===== src/rtl/tcr_pkg.sv =====
package tcr_pkg;
  localparam int WORD_W  = 32;
  localparam int DATA_W  = 16;
  localparam int EADDR_W = 7;
  localparam int RADDR_W = 3;
  localparam int OP_W    = 4;
  localparam int EA_LSB  = DATA_W;
  localparam int RA_LSB  = EA_LSB + EADDR_W;
  localparam int OP_LSB  = RA_LSB + RADDR_W;
  localparam int USED_W  = OP_LSB + OP_W;

  typedef enum logic [1:0] {ST_IDLE, ST_SHIFT, ST_HALT} rx_state_t;
  typedef enum logic [2:0] {K_NOP, K_WR, K_SET, K_ERASE, K_START} cmd_kind_t;

  typedef struct packed {
    logic [OP_W-1:0]    op;
    logic [RADDR_W-1:0] raddr;
    logic [EADDR_W-1:0] eaddr;
    logic [DATA_W-1:0]  data;
  } cmd_fields_t;

  function automatic cmd_fields_t split_word(input logic [USED_W-1:0] w);
    cmd_fields_t f;
    f.data  = w[DATA_W-1:0];
    f.eaddr = w[EA_LSB +: EADDR_W];
    f.raddr = w[RA_LSB +: RADDR_W];
    f.op    = w[OP_LSB +: OP_W];
    return f;
  endfunction

  function automatic cmd_kind_t classify(input logic [OP_W-1:0] op);
    case (op)
      4'h1:                      return K_WR;
      4'h2:                      return K_SET;
      4'h4:                      return K_ERASE;
      4'h8, 4'hA, 4'hC, 4'hE:    return K_START;
      default:                   return K_NOP;
    endcase
  endfunction

  function automatic logic op_reload(input logic [OP_W-1:0] op);
    return op[1];
  endfunction

  function automatic logic op_trace(input logic [OP_W-1:0] op);
    return ~op[2];
  endfunction
endpackage


===== src/rtl/tcr_decode.sv =====
module tcr_decode
  import tcr_pkg::*;
(
  input  logic               clk,
  input  logic               arst_n,
  input  logic               word_done,
  input  logic [USED_W-1:0]  word,
  output logic               cmd_wr,
  output logic               cmd_set,
  output logic               cmd_erase,
  output logic               cmd_nop,
  output logic               cmd_start,
  output logic               start_reload,
  output logic               start_trace,
  output logic [DATA_W-1:0]  fld_data,
  output logic [EADDR_W-1:0] fld_eaddr,
  output logic [RADDR_W-1:0] fld_raddr
);
  cmd_fields_t f;
  cmd_kind_t   kind;

  assign f    = split_word(word);
  assign kind = classify(f.op);

  always_ff @(posedge clk or negedge arst_n) begin
    if (!arst_n) begin
      cmd_wr       <= 1'b0;
      cmd_set      <= 1'b0;
      cmd_erase    <= 1'b0;
      cmd_nop      <= 1'b0;
      cmd_start    <= 1'b0;
      start_reload <= 1'b0;
      start_trace  <= 1'b0;
      fld_data     <= '0;
      fld_eaddr    <= '0;
      fld_raddr    <= '0;
    end else begin
      cmd_wr    <= word_done & (kind == K_WR);
      cmd_set   <= word_done & (kind == K_SET);
      cmd_erase <= word_done & (kind == K_ERASE);
      cmd_nop   <= word_done & (kind == K_NOP);
      cmd_start <= word_done & (kind == K_START);
      if (word_done) begin
        start_reload <= op_reload(f.op);
        start_trace  <= op_trace(f.op);
        fld_data     <= f.data;
        fld_eaddr    <= f.eaddr;
        fld_raddr    <= f.raddr;
      end
    end
  end
endmodule


===== config.mk =====
export PLATFORM = sky130hd
export DESIGN_NAME = tcr_decode
export DESIGN_NICKNAME = d
export VERILOG_FILES = /design/src/rtl/tcr_pkg.sv /design/src/rtl/tcr_decode.sv
export SDC_FILE = /design/constraint.sdc
export NUM_CORES = 1
export LEC_CHECK = 0
export ABC_CLOCK_PERIOD_IN_PS = 800
export BUFFER_PORTS_ARGS = -buffer_cell sky130_fd_sc_hd__buf_2
export CAP_MARGIN = 5
export CORE_ASPECT_RATIO = 0.75
export CORE_UTILIZATION = 34
export DETAILED_ROUTE_END_ITERATION = 8
export PLACE_DENSITY = 0.61
export REMOVE_ABC_BUFFERS = 1
export SLEW_MARGIN = 5
export SYNTH_ARGS = -nofsm -noshare
export SYNTH_HDL_FRONTEND = slang
export SYNTH_SLANG_ARGS = --single-unit

===== constraint.sdc =====
create_clock -name clk -period 0.8 [get_ports clk]
set_input_delay 0.16 -clock clk [delete_from_list [all_inputs] [get_ports clk]]
set_output_delay 0.16 -clock clk [all_outputs]
set_load 0.01 [all_outputs]

# Word-level counts from Yosys, hierarchy flattened
# Cells that the tools add are included.
[totals]
ff_bits = 33
latch_bits = 0
mem_bits_rw = 0
romBits = 0
output_inout_bits = 33
memories = 0
[classes]
addsub = 0
mul = 0
div = 0
magnitude_cmp = 0
n_eq_ne = 11
shifts = 0
muxes = 1
bitwise_logic = 6
n_reduce_logical = 2
[op_table]
columns = ["cell", "n"]
rows = [
  ["$eq 4x4->1 const B", 4],
  ["$pmux 3 s4", 1],
  ["$eq 3x2->1 const B", 2],
  ["$and 1x1->1", 5],
  ["$eq 4x1->1 const B", 1],
  ["$eq 4x2->1 const B", 1],
  ["$eq 4x3->1 const B", 1],
  ["$reduce_or 4->1", 1],
  ["$eq 3x1->1 const B", 1],
  ["$eq 3x3->1 const B", 1],
  ["$logic_not 3->1", 1],
  ["$not 1->1", 1],
]

# Logic depth before layout (Yosys ltp)
[depth]
word_depth = 5
depth_mapped = 3

# Worst setup path before layout
# No wires, ideal clock.
[synth_path]
kind = "register to register"
from = "register fld_data[1] (netlist name)"
to = "register fld_data[1]"
setup_time_ps = 127
arrival_ps = 662
t_required_ps = 673
slack_ps = 10
path_stages_with_launch = 2
n_path_buf = 0
period_less_slack_ps = 790
cell_sequence = "dfrtp_1 -> mux2_1"
[synth_rtl]
columns = ["element", "line_no", "rtl"]
rows = [
  ["end signal, assigned", "tcr_decode.sv:46", "fld_data <= f.data;"],
  ["end, declared", "tcr_decode.sv:15", "output logic [DATA_W-1:0] fld_data,"],
]

# Worst setup path in the final report
[layout_path]
from = "register fld_data[4]"
to = "output port fld_data[4]"
# No word-level cell between the ends.

==> results.sh <==
export IMPL_synth_top_family_by_area="multiplexers"
export IMPL_core_sq_um=3661
export IMPL_yosys_warnings=0
export IMPL_m1WireLength_mm=1.130
export IMPL_crit_path_top_delay_cell="dfrtp_1"
export IMPL_layout_drive_gt1_share_pct=65.61
export IMPL_start_util_pct=35.44
export IMPL_cpPeakStageDelay_ns=0.39
export IMPL_crit_path_start_kind="flop"
export IMPL_rows=19
export IMPL_fillers=340
export IMPL_status="complete, but fails checks"
export IMPL_p_sw_share_pct=23.59
export IMPL_grt_usage_pct=13.34
export IMPL_final_nets=190
export IMPL_syn_avg_cell_area_sq_um=17.07
export IMPL_clk_pin_slew_ns=0.06
export IMPL_cap_violations=0
export IMPL_fin_skew_ns=0
export IMPL_yosysSeqAreaShare_pct=63.65
export IMPL_cts_tree="built"
export IMPL_wl_met3_um=245
export IMPL_critPathMaxFanout=2
export IMPL_timing_final_ws_setup_ns=-0.1696
export IMPL_ff_latch_area_sq_um=825.8
export IMPL_overflow=0
export IMPL_vdd_drop_max_mv=1.054
export IMPL_synth_xor_area_share_pct=0
export IMPL_synth_compound_area_share_pct=1.832
export IMPL_seqPwrFrac_pct=49.8
export IMPL_fin_crit_sh_pct=121.2
export IMPL_yosysMostFrequentCell="dfrtp_1"
export IMPL_hold_ws_ns=0.1074
export IMPL_drt_iter0_markers=21
export IMPL_worstSetupEndpointType="output pin"
export IMPL_clk_path_buf_depth=2
export IMPL_dp_hpwl_mm=1.837
export IMPL_die_h_um=55.50
export IMPL_post_route_drc_count=0
export IMPL_n_antenna_cell=0
export IMPL_h_tree_depth=2
export IMPL_comb_power_share_pct=18.1
export IMPL_avgViaCountPerCell=4.316
export IMPL_synth_cell_types=15
export IMPL_detail_route_antenna_nets=0
export IMPL_drt_wl_total_mm=2.547
export IMPL_first_pass_iters=3
export IMPL_vias=902
export IMPL_synthAdderAreaFrac_pct=0
export IMPL_grt_max_degree=34
export IMPL_p_per_area_nw_per_um2=2003
export IMPL_clockPowerShare_pct=32.1
export IMPL_final_setup_tns_ns=-4.967
export IMPL_top_layer_used="met4"
export IMPL_async_flop_share_pct=100.0
export IMPL_slew_headroom_pct=83.11
export IMPL_crit_arrival_ns=0.81
export IMPL_io_buffers=65
export IMPL_synth_mux_area_share_pct=27.10
export IMPL_worstPathCellList="buf_2"
export IMPL_setup_viol=37
export IMPL_clock_latency_ns=0.27
export IMPL_wl_per_cell_um=12.19
export IMPL_crit_buf_inv=1
export IMPL_synthCells=76
export IMPL_min_period_ns=0.9696
export IMPL_synth_cell_area_sq_um=1297
export IMPL_min_path_type="primary input to flop"
export IMPL_ys_flop_type="dfrtp_1"
export IMPL_cp_data_required_time_ns=0.64
export IMPL_cts_made_buffers=5
export IMPL_synthTopCellsByCount="dfrtp_1 (33), mux2_4 (10), mux2_2 (9)"
export IMPL_rsz0062_at_grt="true"
export IMPL_area_delta_synth_final_pct=45.90
export IMPL_path_delay_family="flip-flops"
export IMPL_synth_edf_count=0
export IMPL_ys_ff_latch=33
export IMPL_critPathKind="flop to output pin"
export IMPL_yosys_area_share_simple_pct=4.243
export IMPL_p_int_mw=2.898
export IMPL_dieWidth_um=73.33
export IMPL_drv_slew=0
export IMPL_hold_violations=0
export IMPL_gp_congestion=0.7125
export IMPL_leakage_nw=0.9728
export IMPL_cts_sinks=33
export IMPL_pin_count=66
export IMPL_die_area_sq_um=4070
export IMPL_synth_top_area_cell="dfrtp_1"
export IMPL_grt_pass1_vias=916
export IMPL_worstMarginPinSlew_ns=0.2498
export IMPL_ys_top_cells_by_area="dfrtp_1 (64%), mux2_4 (12%), mux2_2 (7.8%)"
export IMPL_max_freq_mhz=1031
export IMPL_p_switching_mw=0.8947
export IMPL_multi_input_area_sq_um=430.4
export IMPL_grt_pass1_wl_mm=3.981
export IMPL_violations="setup timing"
export IMPL_power_mw=3.793
export IMPL_post_synth_top_area_fraction_pct=63.65
export IMPL_clockRootBuffer="clkbuf_8"
export IMPL_antenna_found_initial=0
export IMPL_wl_met2_mm=1.149
path summary, 6_finish.rpt:
kind | start | to | slack [ns] | cells past startpoint
worst max register to register | fld_data[0]$_DFFE_PN0P_ | fld_data[0]$_DFFE_PN0P_ | -0.09 | 2
worst max-delay path | fld_data[4]$_DFFE_PN0P_ | fld_data[4] | -0.17 | 1
worst min register to register | fld_data[1]$_DFFE_PN0P_ | fld_data[1]$_DFFE_PN0P_ | 0.48 | 1
worst min-delay path | word[13] | fld_data[13]$_DFFE_PN0P_ | 0.11 | 2
min in group asynchronous | arst_n | fld_data[6]$_DFFE_PN0P_ | 0.36 | 3
max in group asynchronous | arst_n | fld_data[2]$_DFFE_PN0P_ | 0.25 | 3
timing repair:
action                                  CTS  global route
hold buffers                              1             0
hold endpoints to repair                 33             0
buffers inserted                          3             1
resized for setup                         0             4
endpoints found under the setup margin   33            36
registers in the layout, indices dropped and copies added, names as in the netlist:
register	flops
fld_data	16
fld_eaddr	7
fld_raddr	3
cmd_erase	1
cmd_nop	1
cmd_set	1
cmd_start	1
cmd_wr	1
start_reload	1
start_trace	1
cells by family after synthesis:
logic type | count (synthesis)
DFF | 33
muxes | 28
and+or+nand+nor | 7
buffers and inverters | 5
AOI/OAI and AO/OA | 3
area by class of cell:
| class | instances | area share [%] |
|---|---|---|
| inverters | 2 | 0.3966 |
| well taps | 52 | 3.437 |
| clock buffers | 7 | 4.560 |
| flip-flops and latches | 33 | 43.62 |
| multi-input cells | 38 | 22.74 |
| repair buffers | 77 | 25.25 |
metal layers:
layer  global-route usage (%)  vias up
met5                        0        -
met4                    5.769        0
met3                    6.022        3
met2                    20.11       46
met1                    16.45      429
li1                         -      424
layout by cell type (no fill, tap or decap), drive strengths merged:
cell type,Yosys,final
dlygate4sd3,0,1
and3b,1,1
buf,3,76
mux2,27,27
inv,2,2
o221a,1,1
nor3,2,2
o21a,1,1
clkbuf,0,7
dfrtp,33,33
nand2b,3,3
a21oi,1,1
mux2i,1,1
nor4b,1,1
power by group through the flow:
stage / Combinational (mW) / Sequential (mW) / Clock [mW]
after floorplan: 0.191 / 1.99 / 0
after global placement: 0.635 / 1.91 / 0
after detailed placement: 0.646 / 1.91 / 0
after CTS: 0.674 / 1.89 / 1.27
after global routing: 0.742 / 1.90 / 1.36
final: 0.686 / 1.89 / 1.22
metrics by stage:
stage | instance area, sq um | std cells | setup WS, ns | utilization [%]
6_report | 1893 | 209 | -0.1696 | 51.71
5_1_grt | 1893 | 209 | -0.2015 | 51.71
4_1_cts | 1863 | 208 | -0.1808 | 50.89
3_5_place_dp | 1744 | 197 | -0.1349 | 47.64
3_3_place_gp | 1744 | 197 | -0.1355 | 47.64
2_1_floorplan | 1264 | 73 | 0.01022 | -
Power figures use the tool's default switching activity.
